===== src/rtl/ovs_serial_rx.sv =====
module ovs_serial_rx #(
  parameter int OVS = 16
) (
  input  logic       clk,
  input  logic       rst,
  input  logic       ser_in,
  input  logic       fmt_load,
  input  logic [1:0] len_sel,
  input  logic       par_off,
  input  logic       par_even,
  input  logic       dr_clr_n,
  output logic [7:0] rx_data,
  output logic       data_rdy,
  output logic       overrun,
  output logic       frame_err,
  output logic       parity_err
);
  localparam int CW = $clog2(OVS);
  localparam logic [CW-1:0] HALF = CW'(OVS / 2 - 1);
  localparam logic [CW-1:0] FULL = CW'(OVS - 1);

  typedef enum logic [2:0] {S_IDLE, S_START, S_DATA, S_PAR, S_STOP} st_t;

  st_t           st;
  logic [1:0]    sync;
  logic [1:0]    f_len;
  logic          f_off, f_even;
  logic [CW-1:0] cnt;
  logic [2:0]    bitn;
  logic [7:0]    sh;
  logic          xr;

  wire       rxs     = sync[1];
  wire       tick    = (cnt == FULL);
  wire [2:0] last    = {1'b1, f_len};
  wire [2:0] gap     = 3'd3 - {1'b0, f_len};
  wire [7:0] mask    = 8'hFF >> gap;
  wire [7:0] aligned = sh >> gap;
  wire       xfer    = (st == S_STOP) && tick;

  always_ff @(posedge clk) begin
    if (rst) sync <= 2'b11;
    else     sync <= {sync[0], ser_in};
  end

  always_ff @(posedge clk) begin
    if (rst) begin
      f_len  <= 2'd3;
      f_off  <= 1'b1;
      f_even <= 1'b0;
    end else if (fmt_load) begin
      f_len  <= len_sel;
      f_off  <= par_off;
      f_even <= par_even;
    end
  end

  always_ff @(posedge clk) begin
    if (rst) begin
      st         <= S_IDLE;
      cnt        <= '0;
      bitn       <= '0;
      sh         <= '0;
      xr         <= 1'b0;
      rx_data    <= '0;
      data_rdy   <= 1'b0;
      overrun    <= 1'b0;
      frame_err  <= 1'b0;
      parity_err <= 1'b0;
    end else begin
      if (!dr_clr_n) data_rdy <= 1'b0;
      cnt <= cnt + 1'b1;
      case (st)
        S_IDLE: begin
          cnt <= '0;
          if (!rxs) st <= S_START;
        end
        S_START: begin
          if (cnt == HALF) begin
            cnt <= '0;
            bitn <= '0;
            xr   <= 1'b0;
            st   <= rxs ? S_IDLE : S_DATA;
          end
        end
        S_DATA: begin
          if (tick) begin
            sh   <= {rxs, sh[7:1]};
            xr   <= xr ^ rxs;
            bitn <= bitn + 1'b1;
            if (bitn == last) st <= f_off ? S_STOP : S_PAR;
          end
        end
        S_PAR: begin
          if (tick) begin
            xr <= xr ^ rxs;
            st <= S_STOP;
          end
        end
        S_STOP: begin
          if (tick) begin
            rx_data    <= aligned;
            data_rdy   <= 1'b1;
            overrun    <= data_rdy & dr_clr_n;
            frame_err  <= ~rxs;
            parity_err <= ~f_off & (xr ^ ~f_even);
            st         <= S_IDLE;
          end
        end
        default: st <= S_IDLE;
      endcase
    end
  end

  p_reset_idle_r1: assert property (@(posedge clk) $past(rst) |-> (st == S_IDLE && !data_rdy && !overrun));

  p_stay_idle_r3: assert property (@(posedge clk) disable iff (rst)
    (st == S_IDLE && rxs) |=> (st == S_IDLE));

  p_false_start_r3: assert property (@(posedge clk) disable iff (rst)
    (st == S_START && cnt == HALF && rxs) |=> (st == S_IDLE));

  p_upper_zero_r4: assert property (@(posedge clk) disable iff (rst)
    xfer |=> ((rx_data & ~$past(mask)) == 8'h00));

  p_no_parity_r6: assert property (@(posedge clk) disable iff (rst)
    (xfer && f_off) |=> !parity_err);

  p_set_rdy_r8: assert property (@(posedge clk) disable iff (rst)
    xfer |=> data_rdy);

  p_clear_rdy_r8: assert property (@(posedge clk) disable iff (rst)
    (!dr_clr_n && !xfer) |=> !data_rdy);

  p_overrun_r9: assert property (@(posedge clk) disable iff (rst)
    (xfer && data_rdy && dr_clr_n) |=> overrun);

  p_hold_r10: assert property (@(posedge clk) disable iff (rst)
    !xfer |=> ($stable(rx_data) && $stable(overrun) && $stable(frame_err) && $stable(parity_err)));
endmodule


===== config.mk =====
export PLATFORM = sky130hd
export DESIGN_NAME = ovs_serial_rx
export DESIGN_NICKNAME = d
export VERILOG_FILES = /design/src/rtl/ovs_serial_rx.sv
export SDC_FILE = /design/constraint.sdc
export NUM_CORES = 1
export LEC_CHECK = 0
export ABC_AREA = 1
export BUFFER_PORTS_ARGS = -buffer_cell sky130_fd_sc_hd__clkbuf_2
export CORE_ASPECT_RATIO = 1.25
export CORE_MARGIN = 3
export CORE_UTILIZATION = 55
export DETAILED_ROUTE_END_ITERATION = 12
export GPL_ROUTABILITY_DRIVEN = 0
export PLACE_DENSITY = 0.76
export RECOVER_POWER = 50
export SLEW_MARGIN = 20
export SYNTH_ARGS = -nofsm -noshare
export SYNTH_HDL_FRONTEND = slang
export SYNTH_SLANG_ARGS = --single-unit

===== constraint.sdc =====
create_clock -name clk -period 1.6 [get_ports clk]
set_input_delay 0.08 -clock clk [delete_from_list [all_inputs] [get_ports clk]]
set_output_delay 0.08 -clock clk [all_outputs]
set_load 0.01 [all_outputs]

* After elaboration in Yosys (flattened, before gate mapping)
Cells that the tools add are included.
** Word-level totals
- Register bits after elaboration :: 37
- Logic and storage cells :: 68
** Cells by class
- Bitwise logic cells :: 7
- Shift operators :: 1
- Eq/ne operators :: 14
- Muxes and demuxes :: 20
- Add/subtract/negate cells :: 3
- Reductions and logical operators :: 9
** Operators with widths (count)
- 3-bit 2-to-1 mux :: 9
- 3-bit one-hot mux with 5 select lines :: 1
- 2-bit != test, second input constant :: 6
- 4-bit one-hot mux with 2 select lines :: 1
- 8-bit by 3-bit >> shifter with 8-bit output :: 1
- 3-bit by 2-bit equality test with 1-bit output, second input constant :: 2
- 3-bit one-hot mux with 2 select lines :: 1
- 3-bit AND reduction :: 2
- 6-bit AND reduction :: 1
- 1-bit 2-to-1 mux :: 5
- 4-bit by 1-bit adder with 4-bit output, second input constant :: 1
- 4-bit by 3-bit equality test with 1-bit output, second input constant :: 1
- 4-bit equality test, second input constant :: 1
- 4-bit 2-to-1 mux :: 1
- 2-bit AND reduction :: 2
- 2-bit nonzero test :: 2
- 3-bit by 1-bit adder with 3-bit output, second input constant :: 1
- 3-bit by 1-bit equality test with 1-bit output, second input constant :: 1
- 3-bit equality test :: 1
- 3-bit equality test, second input constant :: 1
- 3-bit zero test :: 1
- 1-bit inverter :: 3
- 2-bit by 2-bit subtractor with 3-bit output, first input constant :: 1
- 1-bit bitwise AND :: 2
- 5 further kinds :: 6

* Depth between registers and ports, before layout
Gate-level depths: netlist of run 1.
- Word-level depth :: 4
- Depth in mapped cells :: 10

* Worst setup path after synthesis of run 1
Ideal clock, no wire load.
- Kind :: register -> register
- Start :: register cnt[0]
- End :: register sh[1]
- Arrival :: 1.208 ns
- Path buffers :: 1
- Library setup time :: 0.119 ns
- Cell stages (with the launch flop) :: 8
- Data required time :: 1.481 ns
- Slack :: 0.273 ns
- Period minus slack after synthesis :: 1.327 ns
- Cell sequence :: dfxtp_1 -> ha_1 -> nand2_2 -> nor2_4 -> nand3_2 -> buf_2 -> o21ai_0 -> a21oi_1
** Between the ends
- Word-level cells in the longest chain between the ends :: 2
** RTL lines
- start: declaration :: line 28 : logic [CW-1:0] cnt;
- start signal: assignment :: line 72 : cnt <= cnt + 1'b1;
- 4-bit equality test :: line 34 : wire tick = (cnt == FULL);
- 2-bit AND reduction (no source line)
- end signal: assignment :: line 88 : sh <= {rxs, sh[7:1]};
- end: declaration :: line 30 : logic [7:0] sh;
No other way between the ends.
A chain may end at the register's enable or synchronous reset.

* Worst setup path after layout of run 1
- Start :: register cnt[1]
- End :: register rx_data[7]
** Between the ends
- Word-level cells in the longest chain between the ends :: 2
** RTL lines
- 4-bit equality test :: line 34
- 2-bit AND reduction (no source line)
- end signal: assignment :: line 102 : rx_data <= aligned;
- end: declaration :: line 12 : output logic [7:0] rx_data,
No other way between the ends.

==> flow_summary_export.csv, run 1 <==
group,metric,value,unit
synthesis,synth.avg_cell_area,7.39,µm²
sta,period_share,91.1,%
finish,nets,265,
critical_path,regToRegSetupSlack,140,ps
global_routing,grt_usage,21.5,%
detailed_routing,drtIter0Drc,36,
clocking,numCtsBuffers,5,
finish,num_antenna_cells,0,
critical_path,crit_fanout,9,
synthesis,synthCells,220,
synthesis,synth-seq-area-share,45.5,%
critical_path,critPathSlowestCell,"dfxtp_1",
flow_run,drv_cap,0,
sta,final.setup.worst_slack,142,ps
die,die-area,3650,µm²
die,dieHeight,66.8,µm
power_and_ir_drop,vdd_drop_max,0.000815,V
power_and_ir_drop,leakage,0.773,nW
synthesis,synth_fa_ha_area_share,1.54,%
sta,setup_viol,0,
critical_path,cp-start-kind,"flip-flop",
clocking,clockBufferDepth,2,
finish,area_growth,16.1,%
die,initial_core_util,59.0,%
finish,fill_cells,259,
synthesis,synth_top_family_by_area,"compound AO/OA/AOI/OAI gates",
die,core_area,2760,µm²
global_routing,grt_pass1_wl,5.64,mm
detailed_routing,wire_per_inst,12.3,µm
finish,layout_common_cells,"a21oi_1 (38), nand2_1 (36), dfxtp_1 (36)",
detailed_routing,drc,0,
critical_path,crit_arrival,1730,ps
synthesis,synthesis.area,1630,µm²
detailed_routing,drtPass1Iterations,4,
die,num_io_pins,21,
clocking,cts_tree,"built",
placement,dp.final_hpwl,2.44,mm
sta,drv_slew,0,
finish,fin_util,68.4,%
detailed_routing,vias,1501,
sta,clock_skew,6.20,ps
clocking,path_clk_slew,100,ps
sta,slew_headroom,72.7,%
synthesis,synth_seq_cells,37,
finish,drive_gt1_share,15.0,%
placement,io_buffer_count,20,
detailed_routing,via_per_inst,5.21,
synthesis,synth-xor-area-share,0.538,%
synthesis,synth.distinct_cells,24,
sta,min_period,1460,ps
run_status,status,"completed",
global_routing,grt_pass1_vias,1319,
global_routing,grt_overflow,0,
global_routing,grt_max_degree,24,
power_and_ir_drop,power.density,1070,nW/µm²
clocking,htree_levels,2,
synthesis,synthSimpleGateAreaFrac,21.3,%
sta,hold_viol,0,
synthesis,synth_warnings,0,
critical_path,path_class,"reg -> reg",
synthesis,synth_compound_area_share,22.5,%
min_path,hp-class,"in -> reg",
detailed_routing,finalWirelength,3.53,mm
critical_path,worstPathRequired,1870,ps
critical_path,end_kind,"flip-flop",
synthesis,muxShareOfSynthArea,0,%
synthesis,syn_nets,231,
die,die_w,54.6,µm
clocking,clk_latency,340,ps
finish,mostFrequentLayoutCell,"a21oi_1",
clocking,numClockSinks,37,
detailed_routing,drtAntennaViolNets,0,
die,rows,21,
clocking,cts_root_buf,"clkbuf_4",
global_routing,antenna_found_initial,0,
placement,dp_slack,114,ps
critical_path,cpMostUsedCell,"nor2_4",
critical_path,crit_chain,"ha_1 -> nand2_2 -> nor2_4 -> inv_2 -> nor2_4 -> buf_4 -> nand4_1 -> a21oi_1",
critical_path,max_stage_delay,350,ps
sta,worstMarginPinSlew,409,ps
sta,fmax,686,MHz
[report_power, final]
group | total (mW) | internal, mW | switching, mW
combinational | 0.482 | 0.176 | 0.306
clock | 0.493 | 0.207 | 0.285
sequential | 1.04 | 0.977 | 0.0642
total | 2.02 | 1.36 | 0.655
[per-layer routing]
metal	vias up	track usage (%)	wire, µm
met1	685	24.3	1530
met4	0	7.48	60
met2	12	37.0	1870
met3	9	6.04	75
li1	795	-	-
met5	-	0	0
[worst paths after layout]
path,start,end,depth (start not counted)
worst max register to register,cnt[1],rx_data[7],8
worst min register to register,sync[0],sync[1],1
worst max-delay path,cnt[1],rx_data[7],8
worst min-delay path,fmt_load,f_off,2
[cells in the mapped netlist, drive strengths merged]
cell | number | area, µm²
nor2 | 18 | 87.6
nand3 | 11 | 65.1
a21oi | 38 | 190
nand4 | 1 | 6.26
buf | 6 | 38.8
nand2 | 37 | 141
nor3 | 3 | 15.0
a31oi | 1 | 6.26
dfxtp | 37 | 741
xor2 | 1 | 8.76
and3 | 2 | 12.5
or2 | 3 | 18.8
o21ai | 33 | 169
inv | 25 | 93.8
ha | 2 | 25.0
clkbuf | 2 | 7.51
[final cells by class]
cell class                      count  area (µm²)  area share (%)
Multi-Input combinational cell    150         746            39.5
Sequential cell                    37         742            39.3
Tap cell                           34        42.5            2.25
Clock buffer                        7        55.1            2.92
Inverter                           25        93.8            4.97
Timing Repair Buffer               35         209            11.1
[registers in the layout, indices dropped and copies added (netlist names)]
name        cells
parity_err      1
sync            2
sh              8
frame_err       1
rx_data         8
f_len           2
f_even          1
data_rdy        1
st              3
cnt             4
bitn            3
xr              1
f_off           1
overrun         1
[kinds of logic after synthesis]
group	count (synthesis)
AO/OA/AOI/OAI	72
AND/OR/NAND/NOR	75
adder cells (fa/ha/maj)	2
buffers and inverters	33
XOR/XNOR	1
flip-flops	37
[stage by stage]
stage | area [µm²] | std cells | hold WS (ps) | setup TNS, ps | total power, mW
final | 1890 | 288 | 33.0 | 0 | 2.02
after global routing | 1890 | 288 | 45.0 | -1.15 | 2.14
after CTS | 1880 | 284 | 20.8 | 0 | 2.03
after detailed placement | 1760 | 271 | 264 | 0 | 1.53
after global placement | 1760 | 271 | 263 | 0 | 1.52
after floorplan | 1630 | 220 | 184 | 0 | 1.43
[critical path: cells and delay by family, from the launching register on]
| family | cells | cell delay (ps) |
|---|---|---|
| flip-flops | 1 | 350 |
| AND/OR/NAND/NOR | 4 | 500 |
| buffers and inverters | 2 | 240 |
| AO/OA/AOI/OAI | 1 | 130 |
| adder cells (fa/ha/maj) | 1 | 180 |
[what timing repair did]
item | in CTS | in global routing
hold endpoints to repair | 7 | 0
resized for setup | 0 | 2
setup endpoints to repair | 0 | 7
hold buffers | 6 | 0
buffers inserted | 0 | 4
Power figures use the tool's default switching activity.
==> run 2, diff against run 1 <==
==> constraint.sdc (replaced) <==
create_clock -name clk -period 1.8 [get_ports clk]
set_input_delay 0.09 -clock clk [delete_from_list [all_inputs] [get_ports clk]]
set_output_delay 0.09 -clock clk [all_outputs]
set_load 0.01 [all_outputs]
==> flow_summary_export.csv, run 2 (synthesis gave the netlist of run 1 again) <==
group,metric,value,unit
run_status,status,"completed",
sta,slew_headroom,58.2,%
finish,largest_registers,"rx_data x8, sh x8, cnt x4",
clocking,cts_root_buf,"clkbuf_4",
die,num_io_pins,21,
finish,mostFrequentLayoutCell,"a21oi_1",
critical_path,max_stage_delay,520,ps
sta,drv_slew,0,
critical_path,crit_chain,"inv_1 -> nand2_1 -> nand3_1 -> o21ai_2 -> nand3_1 -> nand2_1 -> nor2_1",
sta,hold_viol,0,
min_path,hp-class,"in -> reg",
die,core_area,2760,µm²
power_and_ir_drop,power.density,1020,nW/µm²
global_routing,grt_overflow,0,
sta,clock_skew,9.82,ps
detailed_routing,drtAntennaViolNets,0,
clocking,cts_resized,0,
critical_path,worst-path-buf-inv,1,
global_routing,grt_pass1_wl,5.68,mm
die,dieHeight,66.8,µm
finish,nets,258,
die,die_w,54.6,µm
finish,drive_gt1_share,11.7,%
die,initial_core_util,59.0,%
sta,worstMarginPinSlew,626,ps
detailed_routing,via_per_inst,5.34,
critical_path,crit_fanout,10,
finish,finalNonFillerCells,281,
global_routing,grt_pass1_vias,1299,
sta,period_share,83.8,%
critical_path,critPathSlowestCell,"dfxtp_1",
sta,setup_viol,0,
sta,fmax,663,MHz
clocking,path_clk_slew,100,ps
clocking,htree_levels,2,
clocking,clockBufferDepth,2,
die,die-area,3650,µm²
clocking,numClockSinks,37,
flow_run,drv_cap,0,
detailed_routing,finalWirelength,3.44,mm
finish,num_antenna_cells,0,
clocking,numCtsBuffers,5,
power_and_ir_drop,vdd_drop_max,0.000731,V
clocking,clk_latency,330,ps
clocking,cts_tree,"built",
clocking,ctsHoldBuffers,6,
detailed_routing,drc,0,
detailed_routing,drtIter0Drc,53,
sta,rsz0062_at_grt,"false",
detailed_routing,wire_per_inst,12.2,µm
global_routing,grt_usage,21.8,%
clocking,postCtsSetupBuffers,0,
finish,layout_common_cells,"a21oi_1 (38), nand2_1 (37), dfxtp_1 (37)",
critical_path,end_kind,"flip-flop",
critical_path,crit_arrival,1740,ps
placement,io_buffer_count,20,
detailed_routing,drtPass1Iterations,4,
global_routing,grt_max_degree,24,
placement,dp.final_hpwl,2.39,mm
sta,tns,0,ps
die,rows,21,
detailed_routing,vias,1501,
sta,min_period,1510,ps
power_and_ir_drop,leakage,0.751,nW
critical_path,worstPathRequired,2030,ps
critical_path,cp-start-kind,"flip-flop",
finish,area_growth,13.9,%
critical_path,path_class,"reg -> reg",
critical_path,cpLargestDelayFamily,"flip-flops",
global_routing,antenna_found_initial,0,
placement,placedCellCount,268,
run 2: changes by cell type in the layout (fill, tap and decap cells not counted), moves of 2 or more:
| cell | before | now |
|---|---|---|
| buf_4 | 8 | 2 |
| clkbuf_1 | 14 | 12 |
| inv_1 | 21 | 23 |
| inv_2 | 4 | 2 |
run 2: worst reg2reg max path, delay by kind of cell (launching register included):
kind	cells	cell delay [ps]
compound gates	1	220
buf+inv	1	250
flops	1	520
simple gates	5	420
run 2: routing by layer:
layer | GRT usage [%] | share of wire (%) | vias up
met1 | 25.0 | 43 | 685
met2 | 36.2 | 53 | 28
met5 | 0 | 0 | -
li1 | - | - | 781
met3 | 4.70 | 3.3 | 7
met4 | 11.8 | 1.3 | 0
run 2: final timing paths:
path | from | to | slack (ps) | cells after the start
max | f_len[1] | st[2] | 290 | 7
min | fmt_load | f_len[1] | 50 | 2
max reg2reg | f_len[1] | st[2] | 290 | 7
min reg2reg | sync[0] | sync[1] | 420 | 1
run 2: area by class of cell:
class,instances,area [µm²]
inverters,25,93.8
clock buffers,5,37.5
clock inverters,2,35.0
flip-flops and latches,37,741
repair buffers,28,160
fillers,261,906
well taps,34,42.5
multi-input cells,150,743
run 2: through the flow:
| step | worst slack, ps | cell area [µm²] | utilization, % | hold slack (ps) | total power, mW |
|---|---|---|---|---|---|
| floorplan | 473 | 1630 | - | 194 | 1.27 |
| global placement | 416 | 1740 | 63.0 | 273 | 1.35 |
| detailed placement | 373 | 1740 | 63.0 | 277 | 1.35 |
| CTS | 329 | 1870 | 67.8 | 39.9 | 1.91 |
| global route | 161 | 1850 | 67.2 | 40.7 | 2.02 |
| finish | 292 | 1850 | 67.2 | 52.8 | 1.89 |
run 2: power by group:
part / leakage [nW] / switching [mW] / internal, mW
logic: 0.410 / 0.273 / 0.152
registers: 0.300 / 0.0562 / 0.867
clock network: 0.0410 / 0.259 / 0.283
